## src/rtl/vbr_pkg.sv

```systemverilog
package vbr_pkg;

   // Lane width selector carried in instruction bits 22:21
   typedef enum logic [1:0] {
      FMT_BYTE = 2'd0,
      FMT_HALF = 2'd1,
      FMT_WORD = 2'd2,
      FMT_DBL  = 2'd3
   } lane_fmt_e;

   // Decoded condition class
   typedef enum logic [2:0] {
      BOP_NONE     = 3'd0,
      BOP_ALL_ZERO = 3'd1,
      BOP_ANY_SET  = 3'd2,
      BOP_LANE_Z   = 3'd3,
      BOP_LANE_NZ  = 3'd4
   } br_op_e;

   localparam logic [5:0] MAJOR_OPC   = 6'b010001;
   localparam logic [4:0] SUB_ALL_Z   = 5'b01011;
   localparam logic [4:0] SUB_ANY_SET = 5'b01111;
   localparam logic [2:0] SUB_LANE_Z  = 3'b110;
   localparam logic [2:0] SUB_LANE_NZ = 3'b111;

   localparam int NUM_FMT   = 4;
   localparam int SLOT_W    = 3;
   localparam int SLOT_SIZE = 4;

endpackage

```

## src/rtl/vbr_decode.sv

```systemverilog
module vbr_decode
   import vbr_pkg::*;
(
   input  logic [10:0] opc_bits,   // instruction bits 31:21
   input  logic [15:0] imm_bits,   // instruction bits 15:0
   output br_op_e      op,
   output lane_fmt_e   fmt,
   output logic [15:0] offset
);

   logic [5:0] major;
   logic [4:0] sub;

   assign major  = opc_bits[10:5];
   assign sub    = opc_bits[4:0];
   assign fmt    = lane_fmt_e'(sub[1:0]);
   assign offset = imm_bits;

   always_comb begin
      op = BOP_NONE;
      if (major == MAJOR_OPC) begin
         if (sub == SUB_ALL_Z)
            op = BOP_ALL_ZERO;
         else if (sub == SUB_ANY_SET)
            op = BOP_ANY_SET;
         else if (sub[4:2] == SUB_LANE_Z)
            op = BOP_LANE_Z;
         else if (sub[4:2] == SUB_LANE_NZ)
            op = BOP_LANE_NZ;
      end
   end

endmodule

```

## src/rtl/vbr_zero_lane.sv

```systemverilog
module vbr_zero_lane
   import vbr_pkg::*;
#(
   parameter int VEC_W   = 128,
   parameter int CHUNK_W = 64
) (
   input  logic [VEC_W-1:0]   vec,
   output logic [NUM_FMT-1:0] any_zero   // one bit per lane format
);

   localparam int NCHUNK = VEC_W / CHUNK_W;

   // Pattern with a one at bit position 'pos' of every lane of width 'lw'
   function automatic logic [CHUNK_W-1:0] lane_pattern(input int lw, input int pos);
      logic [CHUNK_W-1:0] r;
      for (int i = 0; i < CHUNK_W; i++)
         r[i] = ((i % lw) == pos);
      return r;
   endfunction

   if (CHUNK_W < 64 || (CHUNK_W & (CHUNK_W - 1)) != 0) begin : g_bad_chunk
      $error("vbr_zero_lane: CHUNK_W must be a power of two of at least 64");
   end
   if (VEC_W < CHUNK_W || (VEC_W % CHUNK_W) != 0) begin : g_bad_vec
      $error("vbr_zero_lane: VEC_W must be a multiple of CHUNK_W");
   end

   for (genvar f = 0; f < NUM_FMT; f++) begin : g_fmt
      localparam int                 LW    = 8 << f;
      localparam logic [CHUNK_W-1:0] LSB_P = lane_pattern(LW, 0);
      localparam logic [CHUNK_W-1:0] MSB_P = lane_pattern(LW, LW - 1);

      logic [NCHUNK-1:0] chunk_hit;

      for (genvar c = 0; c < NCHUNK; c++) begin : g_chunk
         logic [CHUNK_W-1:0] word;
         logic [CHUNK_W-1:0] borrow;
         assign word         = vec[c*CHUNK_W +: CHUNK_W];
         assign borrow       = word - LSB_P;
         assign chunk_hit[c] = |(borrow & ~word & MSB_P);
      end

      assign any_zero[f] = |chunk_hit;
   end

endmodule

```

## src/rtl/vbr_target.sv

```systemverilog
module vbr_target #(
   parameter int ADDR_W = 32
) (
   input  logic [ADDR_W-1:0] pc,
   input  logic [15:0]       offset,
   output logic [ADDR_W-1:0] target
);

   localparam int EXT_W = ADDR_W - 18;

   if (ADDR_W < 19) begin : g_bad_addr
      $error("vbr_target: ADDR_W must be at least 19");
   end

   logic [ADDR_W-1:0] disp;

   assign disp   = {{EXT_W{offset[15]}}, offset, 2'b00};
   assign target = pc + disp + ADDR_W'(4);

endmodule

```

## src/rtl/vbr_cond_eval.sv

```systemverilog
module vbr_cond_eval
   import vbr_pkg::*;
#(
   parameter int VEC_W   = 128,
   parameter int CHUNK_W = 64,
   parameter int ADDR_W  = 32
) (
   input  logic                clk,
   input  logic                rst_n,
   input  logic                in_valid,
   input  logic [31:0]         instr,
   input  logic [ADDR_W-1:0]   pc,
   input  logic [VEC_W-1:0]    vec,
   input  logic                in_slot,
   input  logic                rel6_mode,
   output logic                out_valid,
   output logic                taken,
   output logic [ADDR_W-1:0]   target,
   output logic                rsvd_exc,
   output logic [SLOT_W-1:0]   slot_len
);

   br_op_e              op;
   lane_fmt_e           fmt;
   logic [15:0]         offset;
   logic [NUM_FMT-1:0]  any_zero;
   logic [ADDR_W-1:0]   tgt_next;
   logic                recog;
   logic                exc_next;
   logic                cond;
   logic                unused_reg_idx;

   assign unused_reg_idx = ^instr[20:16];

   vbr_decode u_decode (
      .opc_bits (instr[31:21]),
      .imm_bits (instr[15:0]),
      .op       (op),
      .fmt      (fmt),
      .offset   (offset)
   );

   vbr_zero_lane #(
      .VEC_W   (VEC_W),
      .CHUNK_W (CHUNK_W)
   ) u_zero_lane (
      .vec      (vec),
      .any_zero (any_zero)
   );

   vbr_target #(
      .ADDR_W (ADDR_W)
   ) u_target (
      .pc     (pc),
      .offset (offset),
      .target (tgt_next)
   );

   assign recog    = (op != BOP_NONE);
   assign exc_next = recog && rel6_mode && in_slot;

   always_comb begin
      unique case (op)
         BOP_ALL_ZERO: cond = ~|vec;
         BOP_ANY_SET:  cond = |vec;
         BOP_LANE_Z:   cond = any_zero[fmt];
         BOP_LANE_NZ:  cond = ~any_zero[fmt];
         default:      cond = 1'b0;
      endcase
   end

   always_ff @(posedge clk or negedge rst_n) begin
      if (!rst_n) begin
         out_valid <= 1'b0;
         taken     <= 1'b0;
         rsvd_exc  <= 1'b0;
         slot_len  <= '0;
         target    <= '0;
      end else begin
         out_valid <= in_valid;
         if (in_valid) begin
            taken    <= cond && !exc_next;
            rsvd_exc <= exc_next;
            slot_len <= (recog && !exc_next) ? SLOT_W'(SLOT_SIZE) : '0;
            target   <= tgt_next;
         end else begin
            taken    <= 1'b0;
            rsvd_exc <= 1'b0;
            slot_len <= '0;
         end
      end
   end

endmodule

```

## config.mk

```make
export PLATFORM = sky130hd
export DESIGN_NAME = vbr_cond_eval
export DESIGN_NICKNAME = d
export VERILOG_FILES = /design/src/rtl/vbr_pkg.sv /design/src/rtl/vbr_decode.sv /design/src/rtl/vbr_zero_lane.sv /design/src/rtl/vbr_target.sv /design/src/rtl/vbr_cond_eval.sv
export SDC_FILE = /design/constraint.sdc
export NUM_CORES = 1
export LEC_CHECK = 0
export ABC_AREA = 1
export ABC_CLOCK_PERIOD_IN_PS = 1000
export BUFFER_PORTS_ARGS = -buffer_cell sky130_fd_sc_hd__buf_2
export CORE_MARGIN = 5
export CORE_UTILIZATION = 52
export DETAILED_ROUTE_END_ITERATION = 10
export MAX_ROUTING_LAYER = met4
export PLACE_DENSITY = 0.81
export SYNTH_ARGS = -nofsm -noshare
export SYNTH_HDL_FRONTEND = slang
export SYNTH_HIERARCHICAL = 1
export SYNTH_SLANG_ARGS = --single-unit
```

## constraint.sdc

```tcl
create_clock -name clk -period 1 [get_ports clk]
set_clock_uncertainty 0.2 [all_clocks]
set_input_delay 0.05 -clock clk [delete_from_list [all_inputs] [get_ports clk]]
set_output_delay 0.05 -clock clk [all_outputs]
set_load 0.02 [all_outputs]
```

==> metrics.txt, run 1 <==
Cell Area, Synth=6382 µm²; Netlist cell types=36; total CTS buffers=5; H-tree depth=2; status=stopped before the end; register bit total from synthesis=36; clk buf depth=2; post-synthesis sequential area ratio=14.11%; Yosys Warn Count=6; Die X=120.8 µm; First Err=[ERROR GRT-0232] Routing congestion too high. Check the congestion heatmap in the GUI.; placed wire-length estimate=18990 µm; Port-buffer cells=227; Crit. endpoint post-GRT repair=taken$_DFF_PN0_/D; row count=40; root buffer cell=clkbuf_16; gr usage total=81.57%; Async SR Flop Fraction=100.0%; die height=120.8 µm; Top FF cell, synth=dfrtp_1; Sinks on Clock Net=36; Mean Syn Cell Area=5.310 µm²; GR Overflow Total=260; I/O pins=235; largest net degree at the start of global routing=30; Failed at=global routing; Inst Count DP=1658; initial cell density of the core=53.14%; routability cong.=0.9933; Placement Cell Area=9382 µm²; number of synthesized flops with an enable pin=0; Post-Syn Instances=1202; WEP type=register data pin
## layer usage
metal | GRT usage [%] | GRT overflow
met4 | 90.51 | 76
met2 | 99.30 | 177
met3 | 63.56 | 5
met1 | 74.43 | 2
met5 | - | -
## kinds of logic after synthesis
kind of cell / share of synthesized area (%)
other: 0.05876
AOI/OAI and AO/OA: 3.588
xor gates and xnor gates: 2.333
buffers and inverters: 12.82
adders and majority gates: 11.49
DFF: 14.11
and+or+nand+nor: 55.60
## through the flow
step / worst slack (ns) / setup TNS [ns] / utilization, % / hold slack [ns]
floorplan: -0.8673 / -20.03 / - / -0.4456
CTS: -0.7212 / -19.13 / 89.31 / -0.05089
detailed placement: -1.140 / -28.14 / 78.10 / -0.2928
global placement: -1.096 / -26.73 / 78.10 / -0.2954
## Yosys cell counts, types with 10 or more instances
cell / number / area share (%)
a21oi_1: 22 / 1.7
buf_4: 22 / 2.6
dfrtp_1: 36 / 14
ha_1: 57 / 11
inv_1: 154 / 9.1
inv_2: 12 / 0.71
nand2_1: 465 / 27
nand2_2: 18 / 1.8
nand3_1: 69 / 5.4
nand3_2: 10 / 1.6
nor2_1: 237 / 14
nor2_2: 21 / 2.1
xor2_1: 15 / 2.1
## what timing repair did
| item | in CTS |
|---|---|
| setup endpoints to repair | 67 |
| pin swaps | 155 |
| gates cloned | 1 |
| buffers inserted | 25 |
| resized for setup | 272 |
| hold endpoints to repair | 41 |
| hold buffers | 4 |
==> run 2, diff against run 1 <==
Settings changed: CORE_UTILIZATION 52 to 40, MAX_ROUTING_LAYER met4 to default, PLACE_DENSITY 0.81 to default, PLACE_DENSITY_LB_ADDON from default to 0.15.
==> run 2 against run 1 <==
The flow now finishes, with violations (negative hold slack, negative setup slack). Synthesized cell count unchanged. Synthesized area unchanged.
==> metrics.txt, run 2 <==
Critical Path Fanout Max=4; Starting DRT DRC Count=290; violated checks=negative hold slack, negative setup slack; Netlist cell types=36 (unchanged); Core Footprint=15770 µm²; routability cong.=0.8962 (-9.8%); critical path class=primary input to flop; I/O pins=235 (unchanged); final antenna-violating net count=0; initial cell density of the core=40.47% (-13 points); Hold Buf Count CTS=5 (+1); clk_lat worst skew=0.27 ns; die area=18580 µm²; path type of the worst min-delay path=primary input to flop; post-route worst setup slack=-0.7631 ns; min Tclk post-route=1.763 ns; most common cell after layout, fill and taps aside=nand2_1; ANT cells=0; CP Launch Type=primary input; Async SR Flop Fraction=100.0% (unchanged); Max-cap violations=0; Yosys Warn Count=6 (unchanged); vias=8437; Clock transition at path regs=0.05 ns; Routed wire per std cell=13.28 µm; Hold Worst Slack=-0.09767 ns; Top FF cell, synth=dfrtp_1; Mean Syn Cell Area=5.310 µm² (unchanged); status=finished with violations; pwr/cell area=885.2 nW/µm²; VDD IR-drop max=0.0006168 V; row count=46 (+15%); register bit total from synthesis=36 (unchanged); Fin. Hold Viols=13; fin. max-slew vios=0; commonest cells after routing, fill and taps aside=358 x nand2_1, 177 x nor2_1, 165 x buf_2; H-tree depth=2 (unchanged); Sinks on Clock Net=36 (unchanged); max FFs per register=32; worst hold path depth=3; Port-buffer cells=227 (unchanged); top cells by area, synth=nand2_1 27%, dfrtp_1 14%, nor2_1 14%; gr usage total=23.63%; Die X=136.3 µm (+13%); top cells by count, synth=465 x nand2_1, 237 x nor2_1, 154 x inv_1; DR vias/cell=4.743; GR Overflow Total=0; placed wire-length estimate=18430 µm (-3.0%); largest area contributor in the netlist=nand2_1; antenna violations before repair=1; reg2reg path depth=3; Cell Area, Synth=6382 µm² (unchanged); Most flops, register=target; CP peak stage delay=0.37 ns; Layout Nets=1817; total CTS buffers=5 (unchanged); Post-Syn Instances=1202 (unchanged); fin crit share=176.3%; Layout area overhead=77.97%; Core Util, Final=72.02%; Worst EP arrival=1.73 ns; root buffer cell=clkbuf_16; global-route wire length before repair=35910 µm; critical-path cell list=buf_6, ha_4, ha_4, fa_2, nand3_2, nand3_4, nand2_4, nand2_4, nand3_2, nand2_2, xor2_1, nand2_1, nand2_1; fmax=0.5672 GHz; number of synthesized flops with an enable pin=0 (unchanged); RSZ-0062 raised after global routing=yes; CTS tree=built; post-synthesis sequential area ratio=14.11% (unchanged); drt first pass iters=5; Routed WL=23620 µm; vias in the first global route=7997; clk buf depth=2 (unchanged); layout cell share with drive strength beyond 1=48.24%; DR DRC count=0; # setup viols final=66; largest net degree at the start of global routing=34; Critical-path top delay cell=fa_2; top cell type's share of synthesized area=27.35% (unchanged); CP delay by family, top=adder cells; die height=136.3 µm (+13%); WP data required=0.97 ns; critical path buffer and inverter count=1; P_leak=5.730 nW; Worst setup EP type=flop; most common cell in the netlist=nand2_1; WP depth=13
==> run 2: cell counts after synthesis <==
No cell type changed its count.
==> run 2: timing repair <==
| item | CTS | global route |
|---|---|---|
| setup endpoints to repair | 67 | 68 |
| endpoints found under the hold margin | 41 | 3 |
| setup buffers | 19 | 14 |
| gates resized for setup | 249 | 140 |
| cloned | 1 | 0 |
| pin swaps | 159 | 129 |
==> run 2: worst paths after layout <==
check,startpoint,endpoint,slack (ns)
max in group asynchronous,rst_n,target[30],0.18
min in group asynchronous,rst_n,target[0],-0.01
min,in_valid,rsvd_exc,-0.1
min reg2reg,target[29],target[29],0.29
max reg2reg,target[1],target[1],0.03
max,instr[1],target[19],-0.76
==> run 2: cell type report <==
type / instances / area (µm²)
clock buffer: 8 / 146.4
fill: 1314 / 4412
inverter: 167 / 636.9
multi-input combinational: 971 / 6581
sequential: 36 / 900.9
tap: 216 / 270.3
timing repair buffer: 381 / 2823
==> run 2: power breakdown <==
group | internal (mW) | switching [mW] | leakage (nW)
registers | 1.74 | 0.230 | 0.445
logic | 3.12 | 3.42 | 5.21
clock network | 0.993 | 0.553 | 0.0712
==> run 2: cell families (layout without fill, tap and decap cells) <==
logic type                 Yosys count  count (layout)  synth area share, %
and+or+nand+nor                    852             852                55.60
buffers and inverters              196             556                12.82
adders and majority gates           58              58                11.49
AOI/OAI and AO/OA                   42              42                3.588
DFF                                 36              36                14.11
xor gates and xnor gates            17              17                2.333
other                                1               2              0.05876
==> run 2: tightest hold or removal path: cells and delay by family <==
| family | cells | cell delay (ns) |
|---|---|---|
| buffers and inverters | 2 | 0.20 |
| AND/OR/NAND/NOR | 1 | 0.08 |
==> run 2: layer usage <==
| metal | global-route usage [%] | part of all wire, % |
|---|---|---|
| met5 | 0 | 0.055 |
| met2 | 45.62 | 53 |
| met1 | 26.92 | 39 |
| met3 | 1.628 | 4.8 |
| met4 | 8.791 | 3.6 |
==> run 2: stage by stage <==
step	setup WS, ns	TNS [ns]	power [mW]	std cells	cell area, µm²
detailed placement	-1.086	-26.82	6.893	1735	9540
global placement	-1.066	-26.28	6.828	1735	9540
finish	-0.7631	-18.97	10.05	1779	11360
CTS	-0.6780	-17.99	9.596	1767	10760
global route	-0.9422	-21.84	10.68	1779	11360
floorplan	-0.8673	-20.03	4.970	1203	7412
Power figures use the tool's default switching activity.
